[src/rtl/wdk_pkg.sv]
// Shared constants and helpers for the keyed watchdog.
// Assumes an 8-bit control word with fixed field positions.
package wdk_pkg;
    localparam logic [2:0] CHECK_KEY = 3'b101;
    localparam int         FLAG_BIT  = 7;
    localparam int         DIS_BIT   = 6;
    localparam int         KEY_HI    = 5;
    localparam int         KEY_LO    = 3;
    localparam int         PSEL_W    = 3;
    localparam int         PDIV_W    = 6;

    // Prescale code to log2 of the extra divide (codes 0 and 1 both mean 1).
    function automatic logic [2:0] div_shift(input logic [2:0] code);
        return (code < 3'd2) ? 3'd0 : code - 3'd1;
    endfunction
endpackage

[src/rtl/wdk_prescale.sv]
// Two-stage tick generator: a fixed base divider, then a power-of-two divider
// picked by the prescale code. Assumes BASE_DIV >= 2. Both stages clear when
// run is low or restart is high.
module wdk_prescale #(
    parameter int BASE_DIV = 512
) (
    input  logic       clk,
    input  logic       rst_n,
    input  logic       run,
    input  logic       restart,
    input  logic [2:0] psel,
    output logic       tick
);
    import wdk_pkg::*;
    localparam int BW = (BASE_DIV > 1) ? $clog2(BASE_DIV) : 1;
    localparam logic [BW-1:0] BASE_LAST = BW'(BASE_DIV - 1);

    logic [BW-1:0]     base_q;
    logic [PDIV_W-1:0] pdiv_q;
    logic [PDIV_W-1:0] mask;
    logic              base_wrap;

    assign base_wrap = (base_q == BASE_LAST);

    // Mask of low divider bits that must all be ones for a tick.
    always_comb begin
        mask = PDIV_W'((7'd1 << div_shift(psel)) - 7'd1);
    end

    // Advance the base divider and count its wraps in the second stage.
    always_ff @(posedge clk) begin
        if (!rst_n || !run || restart) begin
            base_q <= '0;
            pdiv_q <= '0;
        end else if (base_wrap) begin
            base_q <= '0;
            pdiv_q <= pdiv_q + 1'b1;
        end else begin
            base_q <= base_q + 1'b1;
        end
    end

    assign tick = run && !restart && base_wrap && ((pdiv_q & mask) == mask);
endmodule

[src/rtl/wdk_core.sv]
// Watchdog counter and reset-pulse generator. The counter counts ticks and
// wraps; a wrap or a kick starts a pulse of PULSE_LEN cycles unless one is
// already running. Assumes PULSE_LEN >= 2.
module wdk_core #(
    parameter int CNT_W     = 8,
    parameter int PULSE_LEN = 512
) (
    input  logic             clk,
    input  logic             rst_n,
    input  logic             run,
    input  logic             restart,
    input  logic             tick,
    input  logic             kick,
    output logic [CNT_W-1:0] cnt_o,
    output logic             wd_rst_o
);
    localparam int PW = $clog2(PULSE_LEN);
    localparam logic [PW-1:0] PULSE_LAST = PW'(PULSE_LEN - 1);

    logic [CNT_W-1:0] cnt_q;
    logic [PW-1:0]    plen_q;
    logic             active_q;
    logic             trigger;

    assign trigger = (tick && (cnt_q == '1)) || kick;

    // Count prescaled ticks; clear while stopped or restarted.
    always_ff @(posedge clk) begin
        if (!rst_n || !run || restart) begin
            cnt_q <= '0;
        end else if (tick) begin
            cnt_q <= cnt_q + 1'b1;
        end
    end

    // Shape the fixed-length reset pulse.
    always_ff @(posedge clk) begin
        if (!rst_n) begin
            active_q <= 1'b0;
            plen_q   <= '0;
        end else if (trigger && !active_q) begin
            active_q <= 1'b1;
            plen_q   <= '0;
        end else if (active_q) begin
            if (plen_q == PULSE_LAST) begin
                active_q <= 1'b0;
            end else begin
                plen_q <= plen_q + 1'b1;
            end
        end
    end

    assign cnt_o    = cnt_q;
    assign wd_rst_o = active_q;


    pulse_len_chk: assert property (@(posedge clk) disable iff (!rst_n)
        $rose(active_q) |=> active_q);
endmodule

[src/rtl/wdk_flag.sv]
// Reset-source flag. Synchronizes the external reset level, detects the rise
// of the watchdog pulse, waits FLAG_DLY cycles, then sets the flag if the
// external level is high. The flag is held low while that level is low.
module wdk_flag #(
    parameter int FLAG_DLY = 8192
) (
    input  logic clk,
    input  logic rst_n,
    input  logic ext_rst_n,
    input  logic wd_rst,
    input  logic clr,
    output logic flag_o
);
    localparam int DW = $clog2(FLAG_DLY);
    localparam logic [DW-1:0] DLY_LAST = DW'(FLAG_DLY - 1);

    logic          sync1_q, sync2_q;
    logic          wd_q;
    logic          busy_q;
    logic [DW-1:0] dly_q;
    logic          flag_q;
    logic          set_now;

    // Two-flop synchronizer for the external reset level.
    always_ff @(posedge clk) begin
        if (!rst_n) begin
            sync1_q <= 1'b0;
            sync2_q <= 1'b0;
        end else begin
            sync1_q <= ext_rst_n;
            sync2_q <= sync1_q;
        end
    end

    // Remember the previous pulse level for edge detection.
    always_ff @(posedge clk) begin
        if (!rst_n) wd_q <= 1'b0;
        else        wd_q <= wd_rst;
    end

    // Delay line from the pulse rise to the set point.
    always_ff @(posedge clk) begin
        if (!rst_n) begin
            busy_q <= 1'b0;
            dly_q  <= '0;
        end else if (wd_rst && !wd_q) begin
            busy_q <= 1'b1;
            dly_q  <= '0;
        end else if (busy_q) begin
            if (dly_q == DLY_LAST) busy_q <= 1'b0;
            else                   dly_q  <= dly_q + 1'b1;
        end
    end

    assign set_now = busy_q && (dly_q == DLY_LAST);

    // Sticky flag: forced low by external reset, set after the delay, W1C.
    always_ff @(posedge clk) begin
        if (!rst_n)       flag_q <= 1'b0;
        else if (!sync2_q) flag_q <= 1'b0;
        else if (set_now) flag_q <= 1'b1;
        else if (clr)     flag_q <= 1'b0;
    end

    assign flag_o = flag_q;


    flag_needs_ext_high_chk: assert property (@(posedge clk) disable iff (!rst_n)
        $rose(flag_q) |-> $past(sync2_q));

    flag_held_low_chk: assert property (@(posedge clk) disable iff (!rst_n)
        (!sync2_q && !flag_q) |=> !flag_q);
endmodule

[src/rtl/wdk_top.sv]
// Keyed watchdog top. Holds the control word (disable, prescale), checks the
// key on every write, and ties the prescaler, counter and flag together.
// Assumes one clock for oscillator and system timing.
module wdk_top #(
    parameter int BASE_DIV  = 512,
    parameter int CNT_W     = 8,
    parameter int PULSE_LEN = 512,
    parameter int FLAG_DLY  = 8192
) (
    input  logic             clk,
    input  logic             rst_n,
    input  logic             ext_rst_n,
    input  logic             override_i,
    input  logic             wr_en,
    input  logic [7:0]       wr_data,
    output logic [7:0]       rd_data,
    output logic [CNT_W-1:0] cnt_o,
    output logic             wd_rst_o
);
    import wdk_pkg::*;

    logic       dis_q;
    logic [2:0] psel_q;
    logic       key_ok, wr_ok, bad_key;
    logic       tick, flag;

    assign key_ok  = (wr_data[KEY_HI:KEY_LO] == CHECK_KEY);
    assign wr_ok   = wr_en && key_ok;
    assign bad_key = wr_en && !key_ok && !dis_q;

    // Control word update on accepted writes; disable bit needs override.
    always_ff @(posedge clk) begin
        if (!rst_n) begin
            dis_q  <= 1'b0;
            psel_q <= '0;
        end else if (wr_ok) begin
            psel_q <= wr_data[PSEL_W-1:0];
            if (override_i) dis_q <= wr_data[DIS_BIT];
        end
    end

    wdk_prescale #(.BASE_DIV(BASE_DIV)) u_pre (
        .clk(clk), .rst_n(rst_n), .run(!dis_q), .restart(bad_key),
        .psel(psel_q), .tick(tick)
    );

    wdk_core #(.CNT_W(CNT_W), .PULSE_LEN(PULSE_LEN)) u_core (
        .clk(clk), .rst_n(rst_n), .run(!dis_q), .restart(bad_key),
        .tick(tick), .kick(bad_key), .cnt_o(cnt_o), .wd_rst_o(wd_rst_o)
    );

    wdk_flag #(.FLAG_DLY(FLAG_DLY)) u_flag (
        .clk(clk), .rst_n(rst_n), .ext_rst_n(ext_rst_n), .wd_rst(wd_rst_o),
        .clr(wr_ok && wr_data[FLAG_BIT]), .flag_o(flag)
    );

    assign rd_data = {flag, dis_q, 3'b000, psel_q};


    dis_locked_chk: assert property (@(posedge clk) disable iff (!rst_n)
        !$stable(dis_q) |-> $past(override_i));

    bad_key_pulse_chk: assert property (@(posedge clk) disable iff (!rst_n)
        (bad_key && !wd_rst_o) |=> wd_rst_o);

    disabled_quiet_chk: assert property (@(posedge clk) disable iff (!rst_n)
        (dis_q && $past(dis_q) && !$past(wd_rst_o)) |-> !wd_rst_o);

    disabled_cnt_chk: assert property (@(posedge clk) disable iff (!rst_n)
        (dis_q && $past(dis_q)) |-> (cnt_o == '0));
endmodule

[config.mk]
export PLATFORM = sky130hd
export DESIGN_NAME = wdk_top
export DESIGN_NICKNAME = d
export VERILOG_FILES = /design/src/rtl/wdk_pkg.sv /design/src/rtl/wdk_prescale.sv /design/src/rtl/wdk_core.sv /design/src/rtl/wdk_flag.sv /design/src/rtl/wdk_top.sv
export SDC_FILE = /design/constraint.sdc
export NUM_CORES = 1
export LEC_CHECK = 0
export BUFFER_PORTS_ARGS = -buffer_cell sky130_fd_sc_hd__clkbuf_2
export CAP_MARGIN = 20
export CORE_MARGIN = 1.5
export CORE_UTILIZATION = 40
export DETAILED_ROUTE_END_ITERATION = 10
export PLACE_DENSITY_LB_ADDON = 0.05
export SLEW_MARGIN = 20
export SYNTH_ARGS = -nofsm -noshare
export SYNTH_HDL_FRONTEND = slang
export SYNTH_SLANG_ARGS = --single-unit
[constraint.sdc]
create_clock -name clk -period 3.7 [get_ports clk]
set_input_delay 0.37 -clock clk [delete_from_list [all_inputs] [get_ports clk]]
set_output_delay 0.37 -clock clk [all_outputs]
set_load 0.01 [all_outputs]
==> flow_metrics.py <==
metrics = {
    "sta": {
        "fin_crit_ns": 3.474,
        "tightest_slew_ns": 0.6565,
        "hold_ws_ns": 0.2636,
        "tns_ns": 0,
        "setup_violations": 0,
        "slew_viol_final": 0,
        "rsz0062_at_grt": "no",
        "slew_headroom_pct": 56.14,
        "finalCritPeriodShare_pct": 93.88,
        "finalHoldViolations": 0,
        "max_freq_mhz": 287.9,
        "finalClockSkew_ns": 0.009859,
    },
    "place": {
        "gp_congestion": 0.8318,
        "placed_area_mm2": 0.002740,
        "hpwl_mm": 3.367,
        "numPortBuffers": 26,
    },
    "route": {
        "drtPass1Iterations": 4,
        "drt_wl_total_mm": 4.695,
        "drtAntennaViolNets": 0,
        "top_layer": "met4",
        "vias": 1976,
        "wl_met3_um": 223,
        "met1_length_mm": 2.534,
        "drc": 0,
        "drt_iter0_markers": 71,
        "avgViaCountPerCell": 4.965,
        "wl_met2_mm": 1.870,
        "routedWlPerCell_um": 11.80,
    },
    "min_path": {
        "hold_path_class": "in2reg",
        "hp-start": "ext_rst_n",
    },
    "power_and_ir_drop": {
        "p_per_area_mw_per_mm2": 396.0,
        "p_sw_uw": 245.4,
        "clockPowerShare_pct": 41.5,
        "seqPwrFrac_pct": 53.3,
        "intPower_uw": 893.7,
        "sw_frac_of_total_pct": 21.55,
        "leakagePower_nw": 1.094,
        "comb_power_share_pct": 5.2,
        "report.power.total_mw": 1.139,
        "peakVddDrop_mv": 0.2003,
    },
    "clock_tree": {
        "htree_levels": 2,
        "cts.sink_count": 55,
        "cts_tree": "yes",
        "clk_pin_slew_ns": 0.10,
        "cts_buffers": 5,
        "post-cts-setup-buffers": 0,
        "clock_latency_ns": 0.31,
        "post_cts_resized": 0,
        "clock_path_buffers": 2,
        "hold_buffers": 0,
        "cts_root_buf": "clkbuf_8",
    },
    "yosys": {
        "synth.avg_cell_area_um2": 8.657,
        "synth_top_flop_cell": "dfxtp_1",
        "ys_warn_count": 0,
        "synth_cell_type_count": 46,
        "yosys-top-cells-area": "dfxtp_1 (43%), nor2_1 (6.3%), xor2_1 (6.1%)",
        "synthArstFlopShare_pct": 0,
        "synth_top_area_share_pct": 42.82,
        "syn_inst": 297,
        "ys_ff_latch": 55,
        "syn-cell-area_mm2": 0.002571,
        "synth-seq-area-share_pct": 42.82,
        "synth_area_leader_cell": "dfxtp_1",
        "synth-edff-count": 0,
    },
    "critical_path": {
        "slowest_delay_ns": 0.53,
        "arrival_ns": 3.71,
        "crit_slowest_cell": "or4_1",
        "cpMostUsedCell": "ha_1",
        "cp_num_buf_inv": 1,
        "critical_path_class": "reg2reg",
        "critPathLaunch": "psel_q[0]",
        "cp_max_fo": 17,
        "crit_chain": "inv_1 -> ha_1 -> or3b_4 -> nand2_1 -> nand3_1 -> ha_1 -> o21ai_0 -> or4b_1 -> a211o_1 -> or4_1 -> a21oi_1",
        "rr_startpoint": "psel_q[0]",
        "timing.critical_path.required_ns": 3.93,
        "endpoint_kind": "flip-flop",
        "critPathLaunchType": "flip-flop",
        "crit_family": "simple AND/OR/NAND/NOR gates",
    },
    "finish": {
        "drive_gt1_share_pct": 12.46,
        "antennaDiodeCount": 0,
        "nets": 342,
        "final_area_mm2": 0.002877,
        "n_fill_cell": 654,
        "area_delta_synth_final_pct": 11.87,
    },
    "die": {
        "die_x_um": 83.18,
        "start_util_pct": 40.96,
        "rows": 29,
        "ios": 30,
        "fp.dieArea_mm2": 0.006918,
        "fp.coreArea_mm2": 0.006277,
        "die_y_um": 83.18,
    },
    "grt": {
        "antenna_found_initial": 0,
        "first_global_vias": 1818,
        "grt_pass1_wl_mm": 8.169,
        "grt-ovfl-total": 0,
        "grt_max_degree": 18,
        "grt_use_total_pct": 14.31,
    },
    "outcome": {
        "status": "finished clean",
    },
    "run": {
        "cap_violations": 0,
    },
}
## worst reg2reg max path, stage by stage (launching register included)
cell     delay [ns]
dfxtp_1        0.46
inv_1          0.13
ha_1           0.29
or3b_4         0.40
nand2_1        0.08
nand3_1        0.08
ha_1           0.28
o21ai_0        0.06
or4b_1         0.50
a211o_1        0.43
or4_1          0.53
a21oi_1        0.15
## metal layers
layer	up-vias	global-route usage, %
li1	1056	-
met1	877	20.04
met2	36	21.51
met3	7	3.380
met4	0	5.152
met5	-	0
## Yosys cell counts (all sizes together) (3+ instances only)
library cell / n
a21boi: 4
a21oi: 9
and2: 5
and3: 4
and4: 3
buf: 7
clkbuf: 7
dfxtp: 55
ha: 9
inv: 9
mux2i: 5
nand2: 33
nand2b: 5
nand3: 12
nand3b: 3
nand4: 7
nor2: 43
nor2b: 5
nor3: 3
o21ai: 8
o31ai: 3
or3: 4
or4: 4
xnor2: 11
xor2: 18
## registers in the layout, indices dropped and copies added, names as in the netlist, 3 cells and up
register       count
u_flag.dly_q      13
u_core.plen_q      9
u_pre.base_q       9
u_core.cnt_o       8
u_pre.pdiv_q       6
psel_q             3
## cells by family after synthesis
kind of cell | Yosys count | synth area share, %
and+or+nand+nor | 135 | 25.69
DFF | 55 | 42.82
AOI/OAI and AO/OA | 40 | 10.71
xor gates and xnor gates | 29 | 9.878
buffers and inverters | 23 | 4.428
adders and majority gates | 9 | 4.380
muxes | 5 | 1.947
other | 1 | 0.1458
## power by group through the flow
| stage | registers, mW | logic [mW] | clock network (mW) |
|---|---|---|---|
| detailed placement | 0.621 | 0.0600 | 0 |
| global placement | 0.621 | 0.0603 | 0 |
| floorplan | 0.620 | 0.0447 | 0 |
| finish | 0.608 | 0.0588 | 0.473 |
| CTS | 0.608 | 0.0604 | 0.490 |
| global route | 0.610 | 0.0683 | 0.514 |
## cell usage in the layout, fill, tap and decap left out, drive strengths merged, types with 2 or more instances in the layout
cell / count
nand2: 33
o21ai: 8
bufinv: 2
clkbuf: 31
nand3b: 3
or3: 4
buf: 2
nand4: 7
nand2b: 5
xor2: 18
a21oi: 9
a31oi: 2
conb: 3
o31ai: 3
and3: 4
xnor2: 11
ha: 9
a22oi: 2
mux2i: 5
dfxtp: 55
nor2: 43
and2: 5
o211ai: 2
or4: 4
and4: 3
nand3: 12
inv: 9
nor3: 3
nor2b: 5
a21boi: 4
## worst paths after layout
check | end | slack (ns) | cells after the start
worst min register to register | u_flag.flag_o | 0.43 | 2
worst max-delay path | u_core.cnt_o[5] | 0.23 | 11
worst max register to register | u_core.cnt_o[5] | 0.23 | 11
worst min-delay path | u_flag.sync1_q | 0.26 | 2
## area by class of cell
cell class	count	area [µm²]	share of cell area [%]
Timing Repair Buffer	28	145.1	5.046
Clock inverter	3	67.56	2.349
Sequential cell	55	1101	38.28
Multi-Input combinational cell	221	1364	47.41
Clock buffer	5	68.82	2.392
Inverter	9	33.78	1.174
Tap cell	77	96.34	3.349
## metrics by stage
step,std cells,utilization [%],worst slack [ns]
after floorplan,299,-,0.5910
after global placement,390,43.65,0.3621
after detailed placement,390,43.65,0.2880
after CTS,398,45.82,0.2166
after global routing,398,45.82,0.01810
final,398,45.82,0.2263
(Power assumes the default switching activity.)
